--- src/rtl/rowtab_pkg.sv ---
package rowtab_pkg;
  typedef enum logic [1:0] {
    FT_IDLE,
    FT_ENTRY,
    FT_LINK
  } fetch_st_e;
endpackage

--- src/rtl/rt_fetch.sv ---
module rt_fetch
  import rowtab_pkg::*;
#(
  parameter int AW     = 14,
  parameter int STRIDE = 1
) (
  input  logic          clk_i,
  input  logic          rst_ni,
  input  logic          link_mode_i,
  input  logic [AW-1:0] tbl_base_i,
  input  logic          frame_start_i,
  input  logic          row_fetch_i,
  input  logic          consume_i,
  output logic          mem_req_o,
  output logic [AW-1:0] mem_addr_o,
  input  logic          mem_rvalid_i,
  input  logic [AW-1:0] mem_rdata_i,
  output logic [AW-1:0] row_start_o
);
  localparam logic [AW-1:0] STEP = AW'(STRIDE);
  localparam logic [AW-1:0] LINK_OFS = AW'(1);

  fetch_st_e     state_q;
  logic [AW-1:0] tbl_ptr_q, row_next_q, row_cur_q;
  logic          pend_q, done;

  assign done = mem_rvalid_i &&
                ((state_q == FT_ENTRY && !link_mode_i) || state_q == FT_LINK);

  always_ff @(posedge clk_i or negedge rst_ni) begin
    if (!rst_ni) begin
      state_q    <= FT_IDLE;
      tbl_ptr_q  <= '0;
      row_next_q <= '0;
    end else if (frame_start_i) begin
      state_q   <= FT_IDLE;
      tbl_ptr_q <= tbl_base_i;
    end else begin
      unique case (state_q)
        FT_IDLE: if (row_fetch_i) state_q <= FT_ENTRY;
        FT_ENTRY: if (mem_rvalid_i) begin
          row_next_q <= mem_rdata_i;
          if (link_mode_i) begin
            state_q <= FT_LINK;
          end else begin
            tbl_ptr_q <= tbl_ptr_q + STEP;
            state_q   <= FT_IDLE;
          end
        end
        FT_LINK: if (mem_rvalid_i) begin
          tbl_ptr_q <= mem_rdata_i;
          state_q   <= FT_IDLE;
        end
        default: state_q <= FT_IDLE;
      endcase
    end
  end

  // pending flag: a fetched row waits for the next line start
  always_ff @(posedge clk_i or negedge rst_ni) begin
    if (!rst_ni) begin
      pend_q    <= 1'b0;
      row_cur_q <= '0;
    end else begin
      if (consume_i && pend_q) row_cur_q <= row_next_q;
      if (frame_start_i)  pend_q <= 1'b0;
      else if (done)      pend_q <= 1'b1;
      else if (consume_i) pend_q <= 1'b0;
    end
  end

  assign mem_req_o   = (state_q != FT_IDLE);
  assign mem_addr_o  = (state_q == FT_LINK) ? tbl_ptr_q + LINK_OFS : tbl_ptr_q;
  assign row_start_o = pend_q ? row_next_q : row_cur_q;
endmodule

--- src/rtl/rt_char_ctr.sv ---
module rt_char_ctr #(
  parameter int AW = 14,
  parameter int CW = 8
) (
  input  logic          clk_i,
  input  logic          rst_ni,
  input  logic          line_start_i,
  input  logic [AW-1:0] row_start_i,
  input  logic          char_tick_i,
  input  logic [CW-1:0] chars_i,
  output logic [AW-1:0] addr_o,
  output logic          active_o
);
  localparam logic [CW-1:0] ONE = CW'(1);

  logic [AW-1:0] addr_q;
  logic [CW-1:0] cnt_q;
  logic          act_q;

  always_ff @(posedge clk_i or negedge rst_ni) begin
    if (!rst_ni) begin
      addr_q <= '0;
      cnt_q  <= '0;
      act_q  <= 1'b0;
    end else if (line_start_i) begin
      addr_q <= row_start_i;
      cnt_q  <= '0;
      act_q  <= (chars_i != '0);
    end else if (act_q && char_tick_i) begin
      addr_q <= addr_q + AW'(1);
      cnt_q  <= cnt_q + ONE;
      if (cnt_q == chars_i - ONE) act_q <= 1'b0;
    end
  end

  assign addr_o   = addr_q;
  assign active_o = act_q;
endmodule

--- src/rtl/rowtab_addr_gen.sv ---
module rowtab_addr_gen #(
  parameter int AW     = 14,
  parameter int CW     = 8,
  parameter int STRIDE = 1
) (
  input  logic          clk_i,
  input  logic          rst_ni,
  input  logic          link_mode_i,
  input  logic [AW-1:0] tbl_base_i,
  input  logic [CW-1:0] chars_i,
  input  logic          frame_start_i,
  input  logic          row_fetch_i,
  input  logic          line_start_i,
  input  logic          char_tick_i,
  input  logic          bus_release_i,
  output logic          mem_req_o,
  output logic [AW-1:0] mem_addr_o,
  input  logic          mem_rvalid_i,
  input  logic [AW-1:0] mem_rdata_i,
  output logic [AW-1:0] vaddr_o,
  output logic          vaddr_valid_o,
  output logic          vaddr_oe_o
);
  logic [AW-1:0] row_start;

  rt_fetch #(.AW(AW), .STRIDE(STRIDE)) u_fetch (
    .clk_i        (clk_i),
    .rst_ni       (rst_ni),
    .link_mode_i  (link_mode_i),
    .tbl_base_i   (tbl_base_i),
    .frame_start_i(frame_start_i),
    .row_fetch_i  (row_fetch_i),
    .consume_i    (line_start_i),
    .mem_req_o    (mem_req_o),
    .mem_addr_o   (mem_addr_o),
    .mem_rvalid_i (mem_rvalid_i),
    .mem_rdata_i  (mem_rdata_i),
    .row_start_o  (row_start)
  );

  rt_char_ctr #(.AW(AW), .CW(CW)) u_ctr (
    .clk_i       (clk_i),
    .rst_ni      (rst_ni),
    .line_start_i(line_start_i),
    .row_start_i (row_start),
    .char_tick_i (char_tick_i),
    .chars_i     (chars_i),
    .addr_o      (vaddr_o),
    .active_o    (vaddr_valid_o)
  );

  assign vaddr_oe_o = vaddr_valid_o && !bus_release_i;
endmodule

--- config.mk ---
export PLATFORM = sky130hd
export DESIGN_NAME = rowtab_addr_gen
export DESIGN_NICKNAME = d
export VERILOG_FILES = /design/src/rtl/rowtab_pkg.sv /design/src/rtl/rt_fetch.sv /design/src/rtl/rt_char_ctr.sv /design/src/rtl/rowtab_addr_gen.sv
export SDC_FILE = /design/constraint.sdc
export NUM_CORES = 1
export LEC_CHECK = 0
export CAP_MARGIN = 20
export CORE_UTILIZATION = 45
export CTS_CLUSTER_SIZE = 14
export DETAILED_ROUTE_END_ITERATION = 7
export DONT_BUFFER_PORTS = 1
export PLACE_DENSITY_LB_ADDON = 0.08
export SYNTH_ARGS = -nofsm -noshare
export SYNTH_HDL_FRONTEND = slang
export SYNTH_SLANG_ARGS = --single-unit
--- constraint.sdc ---
create_clock -name clk_i -period 1.9 [get_ports clk_i]
set_clock_uncertainty 0.1 [all_clocks]
set_input_delay 0.285 -clock clk_i [delete_from_list [all_inputs] [get_ports clk_i]]
set_output_delay 0.285 -clock clk_i [all_outputs]
set_load 0.02 [all_outputs]
After elaboration in Yosys (flattened, before gate mapping) --
Cells that the tools add are included.
Cells by class: equal/unequal tests 7, bitwise gates (word level) 1, muxes and demuxes 23, reductions and logical operators 19, $add $sub $neg 4
Operator list (number):
- 14-bit 2-to-1 mux | 8
- 14-bit by 1-bit adder with 14-bit output, second input constant | 2
- 14-bit case mux with 2 select lines | 1
- 8-bit 2-to-1 mux | 2
- 3-bit != test, second input constant | 4
- 2-bit 2-to-1 mux | 5
- 8-bit by 1-bit adder with 8-bit output, second input constant | 1
- 8-bit equality test | 1
- 8-bit nonzero test | 1
- 8-bit by 1-bit subtractor with 8-bit output, second input constant | 1
- 1-bit 2-to-1 mux | 6
- 2-bit case mux with 3 select lines | 1
- 3-bit AND reduction | 2
- 2-bit nonzero test | 3
- 3-bit nonzero test | 2
- 1-bit logical AND | 5
- 4-bit AND reduction | 1
- 2-bit by 1-bit equality test with 1-bit output, second input constant | 1
- 2-bit equality test, second input constant | 1
- 1-bit zero test | 2
- 2-bit zero test | 1
- 2-bit AND reduction | 1
- 1-bit logical OR | 1
- 1-bit inverter | 1
Word-level totals: output and inout port bits 31, word-level logic and storage cells 62, input bits 45, flip-flop bits (word level) 68

Longest topological paths before layout --
Gate-level depths: netlist of run 1.
depth after elaboration 6, depth in mapped cells 7, gate-level depth less buffers 7

Modules after synthesis --
A second synthesis of run 1 with hierarchy kept.
Unflattened totals: cells, all modules 412, area, all modules 4013.8 sq um
Modules (own cells, without submodules):
- rt_fetch | sequential area each 1126.1 sq um, cells each 251, area an instance 2567.5 sq um, instances 1
- rt_char_ctr | sequential area each 575.6 sq um, cells each 160, area an instance 1432.6 sq um, instances 1
- rowtab_addr_gen | sequential area each 0.0 sq um, cells each 1, area an instance 13.8 sq um, instances 1

Least setup slack after synthesis of run 1 --
Ideal clock, no wire load.
path type reg-to-output, start register u_fetch.tbl_ptr_q[0], end output mem_addr_o[12], cell stages (with the launch flop) 5, arrival time 1.577 ns, buffers on the path 0, required time 1.515 ns, setup slack -0.062 ns, path through dfrtp_1 -> ha_1 -> nand4_2 -> nor4_1 -> xor2_1
Between the ends: longest elaborated chain between the ends 2
Ends and longest elaborated chain:
- from (decl) | RTL line rt_fetch.sv:24 | logic [AW-1:0] tbl_ptr_q, row_next_q, row_cur_q;
- from (signal assigned) | RTL line rt_fetch.sv:37 | tbl_ptr_q <= tbl_base_i;
- from (signal assigned) | RTL line rt_fetch.sv:46 | tbl_ptr_q <= tbl_ptr_q + STEP;
- from (signal assigned) | RTL line rt_fetch.sv:51 | tbl_ptr_q <= mem_rdata_i;
- 14-bit by 1-bit adder with 14-bit output | RTL line rt_fetch.sv:73 | assign mem_addr_o = (state_q == FT_LINK) ? tbl_ptr_q + LINK_OFS : tbl_ptr_q;
- 14-bit 2-to-1 mux | RTL line rt_fetch.sv:73
- to (decl) | RTL line rowtab_addr_gen.sv:17 | output logic [AW-1:0] mem_addr_o,
No other way between the ends.

Final worst setup path of run 1 --
start register u_fetch.tbl_ptr_q[1], end output mem_addr_o[6]
Same word-level chain as after synthesis.

==> summary.txt, run 1 <==
Cells and area
  – Ant diodes: 0
  – Layout overhead on the synthesized area: 35.6%
  – Share of layout cells above drive strength 1: 0.336
  – Post-layout nets: 557
  – Fillers: 745
  – Final core occ: 0.628

Route
  – Pre-antenna DRT Iters: 4
  – Vias per cell: 5.37
  – DR vias: 3331
  – Final ANT Viol Nets: 0
  – Post-Route WL: 10000 um
  – Initial DRC Count: 88
  – DRC: 0
  – DR WL/cell: 16.2 um

Placement
  – Routability cong.: 0.830
  – Port Buffers: 0
  – Hpwl dp: 6630 um
  – DP Worst Slack: 0.0207 ns

Clock network
  – TritonCTS Sinks: 68
  – Root Buffer: clkbuf_8
  – Clock Tree Buf Depth: 2
  – # hold bufs at CTS: 24
  – CTS buffer count: 9
  – CTS tree: done
  – Clock transition at the registers of the reported paths: 0.08 ns
  – Worst-Skew Late Latency: 0.34 ns
  – CTS HTree Levels: 3

Global route
  – Vias in the first global route: 3213
  – Initial antenna violation count: 0
  – First-pass GRT wire length: 15600 um
  – Grt total ovfl: 0
  – Total GRT Usage: 0.222
  – Largest net degree at the start of global routing: 69

Yosys
  – Seq/Total Area, Yosys: 0.423
  – Post-synthesis cell count: 415
  – Syn nets: 465
  – Mean Syn Cell Area: 9.68 um^2
  – Post-Syn Area: 4020 um^2
  – Synth cell types: 50
  – Ys flop type: dfrtp_1
  – Synth async-reset ratio: 1.00
  – Yosys warns: 0
  – Number of synthesized flops with an enable pin: 0
  – Yosys reg bits: 68

Run status
  – Failing checks: hold timing, setup timing
  – Outcome: complete, but fails checks

Power
  – Clock power share: 0.307
  – Sw Share: 0.314
  – Net Switching: 1.51 mW
  – Cell internal pwr: 3.32 mW
  – Max rail drop VDD: 0.000329 V
  – Static leakage: 2.32 nW
  – Gate power share: 0.255
  – Power per Cell Area: 886 nW/um^2
  – Reg power frac: 0.438
  – Total power: 4.83 mW

Die
  – Rows: 34
  – Core Area: 8680 um^2
  – Die area: 9310 um^2
  – Die Span X: 96.5 um
  – Die Y: 96.5 um
  – Starting Density: 0.463
  – Ports: 76

Worst setup path
  – Endpoint type of the worst setup path: output port
  – Critical path's largest stage delay: 0.38 ns
  – CP bufs+invs: 3
  – Crit path kind: reg -> out
  – WP depth: 7
  – Crit-path max FO: 5
  – Crit-path most repeated cell: buf_4
  – Reg2Reg Depth: 8
  – CP arrival: 1.80 ns
  – Worst reg2reg setup slack: 0.04 ns
  – CP Cell Sequence: buf_4 -> ha_4 -> nand4_4 -> buf_6 -> nor3_4 -> xor2_1 -> buf_4
  – Startpoint Class: flip-flop
  – Slowest library cell on the worst path: dfrtp_1
  – Critical path required time: 1.51 ns
  – Top delay family on crit path: buffers and inverters

Timing
  – Period utilization: 1.15
  – Fin crit period: 2.18 ns
  – Worst-margin pin slew: 0.602 ns
  – Max-slew headroom: 0.598
  – Setup_tns: -1.76 ns
  – Slew Limit Fails: 0
  – F_max: 458 MHz
  – Final Worst Setup Slack: -0.283 ns
  – Fin Hold WS: -0.470 ns
  – Setup violations, final: 12
  – Final Hold Fails: 68
  – RSZ-0062 raised after global routing: yes

Hold path
  – Worst min path class: in -> async

Job
  – Max_cap viols: 0
per-layer routing:
metal | up-vias | routed length, um | track usage
li1 | 1636 | - | -
met1 | 1614 | 4630 | 0.291
met2 | 70 | 4800 | 0.363
met3 | 11 | 453 | 0.0454
met4 | 0 | 137 | 0.0784
met5 | - | 0 | 0
path summary, 6_finish.rpt:
check,from,end
worst max-delay path,u_fetch.tbl_ptr_q[1],mem_addr_o[6]
worst min-delay path,rst_ni,u_ctr.cnt_q[6]
max in group asynchronous,rst_ni,u_fetch.tbl_ptr_q[8]
worst min register to register,u_fetch.row_cur_q[0],u_fetch.row_cur_q[0]
worst max register to register,u_fetch.state_q[1],u_fetch.tbl_ptr_q[0]
min in group clk_i,line_start_i,u_ctr.addr_o[6]
power groups by stage:
stage                     logic (mW)  registers [mW]  clock network [mW]
after floorplan                0.721            2.16                   0
after detailed placement        1.08            2.14                   0
after CTS                       1.18            2.12                1.51
after global routing            1.36            2.17                1.58
after global placement          1.06            2.13                   0
final                           1.23            2.11                1.48
metrics by stage:
stage               std cells  area, um^2
floorplan                 415        4050
CTS                       605        5190
detailed placement        551        4460
finish                    620        5450
global route              620        5450
global placement          551        4460
synthesized netlist by cell type, types with 6 or more instances:
master / n / share of area
o21ai_0: 20 / 0.025
nor2_1: 47 / 0.044
nand4_1: 6 / 0.0093
dfrtp_1: 68 / 0.42
xor2_1: 14 / 0.031
mux2_2: 29 / 0.081
a21oi_1: 25 / 0.031
nand2_1: 36 / 0.034
nand3_1: 12 / 0.015
buf_2: 8 / 0.010
mux2i_1: 20 / 0.050
xnor2_1: 35 / 0.076
inv_1: 8 / 0.0075
clkbuf_1: 12 / 0.011
nor3_1: 12 / 0.015
registers in the layout, indices dropped and copies added, names as in the netlist:
signal              count
u_ctr.active_o          1
u_ctr.addr_o           14
u_ctr.cnt_q             8
u_fetch.pend_q          1
u_fetch.row_cur_q      14
u_fetch.row_next_q     14
u_fetch.state_q         2
u_fetch.tbl_ptr_q      14
final cells by class:
cell class,instances,area [um^2],area share
multi-input cells,315,2410,0.443
flip-flops and latches,68,1710,0.313
repair buffers,105,918,0.169
well taps,108,135,0.0248
clock buffers,9,124,0.0227
clock inverters,7,124,0.0227
inverters,8,30.0,0.00551
cell usage in the layout (no fill, tap or decap), types with 5 or more instances in the layout:
master         netlist  routed
nor3_1              12       9
nand3_1             12      10
nand2_1             36      31
inv_1                8       8
buf_6                0      12
nor2_4               0       5
nor2_1              47      42
xnor2_1             35      29
dlygate4sd3_1        0      23
dfrtp_1             68      65
mux2i_1             20      20
buf_4                2      67
xnor2_2              0       6
clkbuf_8             0       9
nand4_1              6       6
a21oi_1             25      25
mux2_2              29      29
o21ai_0             20      15
xor2_1              14      13
nor2b_1              5       5
cells by family after synthesis:
logic type	share of synthesized area
XOR/XNOR	0.107
flip-flops	0.423
AO/OA/AOI/OAI	0.0946
adder cells (fa/ha/maj)	0.0156
AND/OR/NAND/NOR	0.194
multiplexers	0.131
buffers and inverters	0.0346
repair_timing:
action                     in CTS  in global routing
hold endpoints to repair      116                 68
setup endpoints to repair      14                 19
gates resized for setup        27                 38
setup buffers                  15                 15
pin swaps                      11                 21
Note: power is estimated with default switching activity, not from simulation.
==> run 2, diff against run 1 <==
CTS_CLUSTER_SIZE = 12   (was 14)
clock period = 2.7 ns   (was 1.9 ns; I/O delays follow)
==> run 2 against run 1 <==
Against the previous run: total power decreased by 39%; setup slack improved by 0.44 ns; sequential share of layout area increased by 7.4 points; register-to-register slack improved by 0.69 ns; final cell count decreased by 14%; critical endpoint is now mem_addr_o[12]; clock power decreased by 47%; die area unchanged; sequential cell count unchanged; combinational power decreased by 52%; the run now ends clean; via count decreased by 11%.
==> summary.txt, run 2 (synthesized netlist as in run 1, its figures left out) <==
Run status
  – Outcome: complete, no violations

Global route
  – First-pass GRT wire length: 14000 um
  – Initial antenna violation count: 0
  – Largest net degree at the start of global routing: 69
  – Grt total ovfl: 0
  – Total GRT Usage: 0.199
  – Vias in the first global route: 2809

Timing
  – Final Hold Fails: 0
  – Setup_tns: 0 ns
  – Slew Limit Fails: 0
  – RSZ-0062 raised after global routing: no
  – Max-slew headroom: 0.547
  – Worst-margin pin slew: 0.678 ns
  – F_max: 393 MHz
  – Setup violations, final: 0
  – Period utilization: 0.941
  – Fin crit period: 2.54 ns

Route
  – DR WL/cell: 16.2 um
  – Initial DRC Count: 72
  – DR vias: 2958
  – Pre-antenna DRT Iters: 4
  – Vias per cell: 5.55
  – DRC: 0
  – Post-Route WL: 8630 um
  – Final ANT Viol Nets: 0

Worst setup path
  – Reg2Reg Depth: 5
  – Crit path to: mem_addr_o[12]
  – Crit-path max FO: 8
  – Crit path kind: reg -> out
  – Critical path required time: 2.19 ns
  – CP Cell Sequence: ha_2 -> nand4_2 -> nor4_1 -> xor2_1 -> buf_4
  – Critical path's largest stage delay: 0.44 ns
  – Reg2reg end: u_fetch.tbl_ptr_q[10]
  – Slowest library cell on the worst path: dfrtp_1
  – Worst reg2reg setup slack: 0.73 ns
  – Endpoint type of the worst setup path: output port
  – Startpoint Class: flip-flop
  – Worst setup path startpoint: u_fetch.tbl_ptr_q[0]
  – CP arrival: 2.04 ns
  – R2r startpoint: u_fetch.state_q[1]

Power
  – Sw Share: 0.337
  – Clock power share: 0.266
  – Power per Cell Area: 671 nW/um^2
  – Gate power share: 0.200
  – Net Switching: 0.992 mW
  – Reg power frac: 0.534
  – Static leakage: 1.77 nW
  – Total power: 2.95 mW
  – Cell internal pwr: 1.95 mW
  – Max rail drop VDD: 0.000265 V

Die
  – Starting Density: 0.463
  – Core Area: 8680 um^2
  – Ports: 76
  – Rows: 34
  – Die area: 9310 um^2
  – Die Span X: 96.5 um
  – Die Y: 96.5 um

Clock network
  – CTS tree: done
  – Clock Tree Buf Depth: 2
  – CTS buffer count: 9
  – Clock transition at the registers of the reported paths: 0.07 ns
  – Worst-Skew Late Latency: 0.34 ns
  – Root Buffer: clkbuf_8
  – CTS HTree Levels: 3
  – TritonCTS Sinks: 68

Cells and area
  – Ant diodes: 0
  – Final Cell Area: 4390 um^2
  – Area of the multi-input gates: 2190 um^2
  – Share of layout cells above drive strength 1: 0.181
  – Storage cell area: 1700 um^2
  – Most frequent cells in the layout: dfrtp_1, nor2_1, nand2_1, xnor2_1, mux2_2
  – Commonest non-fill, non-tap cell in the layout: dfrtp_1
  – Layout overhead on the synthesized area: 9.34%
  – Post-layout nets: 470
  – Fillers: 834

Placement
  – Placement-stage cell area: 4150 um^2
  – Routability cong.: 0.872
  – Port Buffers: 0
  – Hpwl dp: 6050 um

Job
  – Max_cap viols: 0

Hold path
  – Hold path cells: 1
  – Worst min path class: in -> reg
run 2: cell count changes in the layout (fill, tap and decap cells not counted), sizes merged:
| cell | before | now |
|---|---|---|
| bufinv | 3 | 0 |
| buf | 82 | 17 |
| inv | 9 | 8 |
| dlygate4sd3 | 23 | 1 |
| clkbuf | 9 | 13 |
run 2: how the worst min path moves through the flow:
stage,endpoint,start
after floorplan,u_ctr.active_o,rst_ni
after global placement,u_ctr.cnt_q[5],rst_ni
after detailed placement,u_ctr.cnt_q[5],rst_ni
after CTS,u_fetch.pend_q,frame_start_i
after global routing,u_fetch.pend_q,frame_start_i
final,u_fetch.pend_q,frame_start_i
run 2: timing repair:
item                                   4_1_cts  5_1_grt
setup endpoints to repair                    0        2
hold buffers                                 2        0
endpoints found under the hold margin       68        0
buffers inserted                             0        2
resized for setup                            0        3
run 2: layout make-up:
cell class / count / area share
flip-flops and latches: 68 / 0.387
inverters: 8 / 0.00683
clock buffers: 13 / 0.0362
well taps: 108 / 0.0308
clock inverters: 3 / 0.00484
multi-input cells: 315 / 0.498
repair buffers: 18 / 0.0359
run 2: power groups by stage:
stage / combinational, mW / sequential (mW) / clock (mW)
6_report: 0.589 / 1.57 / 0.784
5_1_grt: 0.670 / 1.62 / 0.848
3_5_place_dp: 0.560 / 1.60 / 0
2_1_floorplan: 0.503 / 1.52 / 0
4_1_cts: 0.594 / 1.58 / 0.807
3_3_place_gp: 0.553 / 1.59 / 0
run 2: layer usage:
layer  up-vias  track usage  routed length [um]
li1       1459            -                   -
met1      1392        0.269                4030
met2        89        0.296                3770
met3        18       0.0603                 634
met4         0       0.0858                 193
met5         -            0                   0
run 2: through the flow:
| step | hold WS [ns] | setup slack, ns | util | instances |
|---|---|---|---|---|
| after floorplan | 0.00941 | 0.618 | - | 415 |
| after global placement | 0.0107 | 0.468 | 0.478 | 513 |
| after detailed placement | 0.0110 | 0.416 | 0.478 | 513 |
| after CTS | 0.00211 | 0.0275 | 0.503 | 531 |
| after global routing | 0.000987 | 0.00232 | 0.506 | 533 |
| final | 0.0209 | 0.159 | 0.506 | 533 |
run 2: critical path, delay by kind of cell, from the launching register on:
| family | cells | cell delay (ns) |
|---|---|---|
| buffers and inverters | 1 | 0.16 |
| XOR/XNOR | 1 | 0.19 |
| flip-flops | 1 | 0.44 |
| adder cells (fa/ha/maj) | 1 | 0.26 |
| AND/OR/NAND/NOR | 2 | 0.64 |
==> run 3, diff against run 2 <==
--- a/config.mk
+++ b/config.mk
@@ -14,3 +14,4 @@
 export SYNTH_ARGS = -nofsm -noshare
 export SYNTH_HDL_FRONTEND = slang
+export SYNTH_HIERARCHICAL = 1
 export SYNTH_SLANG_ARGS = --single-unit
==> constraint.sdc (replaced) <==
create_clock -name clk_i -period 2.7 [get_ports clk_i]
set_clock_uncertainty 0.1 [all_clocks]
set_input_delay 0.54 -clock clk_i [delete_from_list [all_inputs] [get_ports clk_i]]
set_output_delay 0.54 -clock clk_i [all_outputs]
set_load 0.02 [all_outputs]
==> run 3 against run 2 <==
Against the previous run: total power rose by 5.8%; wire length rose by 4.4%; sequential power barely moved; via count rose by 2.5%; sequential share of layout area fell by 0.68 points; die area fell by 0.11%; non-clock buffer count rose by 5; clock power rose by 17%.
==> summary.txt, run 3 <==
Worst setup path
  – R2r startpoint: u_fetch/state_q[0]
  – Worst setup path startpoint: u_fetch/tbl_ptr_q[1]
  – Crit path to: mem_addr_o[10]
  – Critical path's largest stage delay: 0.41 ns
  – Reg2reg end: u_fetch/tbl_ptr_q[9]
  – Reg2Reg Depth: 5
  – Crit-path max FO: 5
  – Slowest library cell on the worst path: dfrtp_1
  – Worst reg2reg setup slack: 0.52 ns
  – Endpoint type of the worst setup path: output port
  – Crit path kind: reg -> out
  – Critical path required time: 2.06 ns
  – CP Cell Sequence: ha_2 -> and3_1 -> nand3_1 -> nor2_1 -> nand2_1 -> xnor2_1 -> buf_4
  – CP arrival: 1.93 ns
  – Startpoint Class: flip-flop

Die
  – Starting Density: 0.463
  – Ports: 76
  – Core Area: 8680 um^2
  – Die area: 9300 um^2
  – Die Y: 96.4 um
  – Rows: 34
  – Die Span X: 96.4 um

Timing
  – Setup violations, final: 0
  – F_max: 389 MHz
  – Worst-margin pin slew: 0.689 ns
  – RSZ-0062 raised after global routing: no
  – Final Hold Fails: 0
  – Setup_tns: 0 ns
  – Period utilization: 0.952
  – Fin crit period: 2.57 ns
  – Slew Limit Fails: 0
  – Max-slew headroom: 0.540

Placement
  – Routability cong.: 0.844
  – Placement-stage cell area: 4190 um^2
  – Port Buffers: 0
  – Hpwl dp: 6380 um

Cells and area
  – Final Cell Area: 4480 um^2
  – Share of layout cells above drive strength 1: 0.222
  – Fillers: 819
  – Storage cell area: 1700 um^2
  – Layout overhead on the synthesized area: 11.5%
  – Most frequent cells in the layout: dfrtp_1, nand2_1, mux2_2, nor2_1, xnor2_1
  – Post-layout nets: 472
  – Ant diodes: 0
  – Commonest non-fill, non-tap cell in the layout: dfrtp_1
  – Area of the multi-input gates: 2200 um^2

Power
  – Max rail drop VDD: 0.000322 V
  – Power per Cell Area: 697 nW/um^2
  – Static leakage: 1.87 nW

Yosys
  – Synth cell types: 51
  – Post-synthesis cell count: 412
  – Syn nets: 462
  – Synth top area share: 0.424
  – Yosys reg bits: 68
  – Count leader, synth: dfrtp_1
  – Top post-synthesis cells by count: dfrtp_1, nand2_1, mux2_2
  – Yosys warns: 6
  – Seq/Total Area, Yosys: 0.424
  – Ys flop type: dfrtp_1
  – Number of synthesized flops with an enable pin: 0
  – Yosys top cell by area: dfrtp_1
  – Largest cells by area after synthesis: dfrtp_1, mux2_2, xnor2_1
  – Synth async-reset ratio: 1.00
  – Mean Syn Cell Area: 9.74 um^2
  – Post-Syn Area: 4010 um^2

Hold path
  – Worst min path class: in -> reg

Route
  – DRC: 0
  – Final ANT Viol Nets: 0
  – DR vias: 3033
  – Vias per cell: 5.67
  – Pre-antenna DRT Iters: 4
  – Post-Route WL: 9010 um
  – DR WL/cell: 16.8 um
  – Initial DRC Count: 134

Global route
  – Vias in the first global route: 2861
  – Total GRT Usage: 0.196
  – First-pass GRT wire length: 13700 um
  – Largest net degree at the start of global routing: 69
  – Initial antenna violation count: 0
  – Grt total ovfl: 0

Run status
  – Outcome: complete, no violations

Clock network
  – CTS buffer count: 9
  – CTS HTree Levels: 3
  – Clock Tree Buf Depth: 2
  – Worst-Skew Late Latency: 0.33 ns
  – Root Buffer: clkbuf_8
  – Clock transition at the registers of the reported paths: 0.07 ns
  – CTS tree: done
  – TritonCTS Sinks: 68

Job
  – Max_cap viols: 0
-- run 3: cell count changes in the layout (fill, tap and decap cells not counted), sizes merged, moves of 4 or more --
cell   before  now
nand4       9   17
or3         0    5
o21ai      21   29
xnor2      35   28
mux2       29   43
xor2       14   19
a21oi      25   13
nor2       47   29
buf        17   22
nand2      36   46
a211o       1    5
mux2i      20    2
-- run 3: area by class of cell --
cell class,instances,share of cell area
inverters,7,0.00587
well taps,108,0.0302
multi-input cells,313,0.491
flip-flops and latches,68,0.380
repair buffers,23,0.0436
clock inverters,5,0.0168
clock buffers,11,0.0316
-- run 3: worst min-delay path by stage --
stage,start,to,slack [ns],depth (start not counted)
final,frame_start_i,u_fetch/state_q[1],0.17,1
after global routing,line_start_i,u_ctr/cnt_q[7],0.15,1
after CTS,line_start_i,u_ctr/cnt_q[7],0.15,1
after detailed placement,rst_ni,u_fetch/tbl_ptr_q[10],0.15,0
after global placement,rst_ni,u_fetch/tbl_ptr_q[10],0.15,0
after floorplan,rst_ni,u_ctr/active_o,0.14,0
-- run 3: metrics by stage --
step                worst slack [ns]  hold slack (ns)  utilization  power [mW]  instances
CTS                           0.0507            0.146        0.512        3.15        533
floorplan                      0.452            0.144            -        2.02        412
global placement               0.458            0.146        0.483        2.17        515
detailed placement             0.427            0.146        0.483        2.19        515
finish                         0.130            0.168        0.516        3.12        535
global route                 0.00499            0.147        0.516        3.30        535
-- run 3: worst max-delay path, delay by kind of cell (launching register included) --
kind	cells	cell delay [ns]
xor+xnor	1	0.14
fa+ha+maj	1	0.24
buf+inv	1	0.16
flops	1	0.41
simple gates	4	0.65
-- run 3: kinds of logic after synthesis --
group,count (synthesis),share of synthesized area
compound gates,69,0.110
xor+xnor,47,0.103
fa+ha+maj,5,0.0156
buf+inv,31,0.0318
flops,68,0.424
mux,45,0.126
simple gates,147,0.190
-- run 3: what timing repair did --
action / in CTS / in global routing
resized for setup: 0 / 4
setup endpoints to repair: 0 / 4
hold endpoints to repair: 68 / 0
setup buffers: 0 / 2
hold buffers: 2 / 0
-- run 3: per-layer routing --
layer / track usage / part of all wire / routed length, um
met3: 0.0485 / 0.068 / 608
met2: 0.312 / 0.48 / 4290
met5: 0 / 0 / 0
met4: 0.0760 / 0.010 / 91
met1: 0.258 / 0.45 / 4010
-- run 3: power by group --
group | internal, mW | total (mW) | switching (mW)
combinational | 0.353 | 0.650 | 0.297
sequential | 1.25 | 1.55 | 0.297
clock | 0.541 | 0.919 | 0.378
total | 2.15 | 3.12 | 0.972
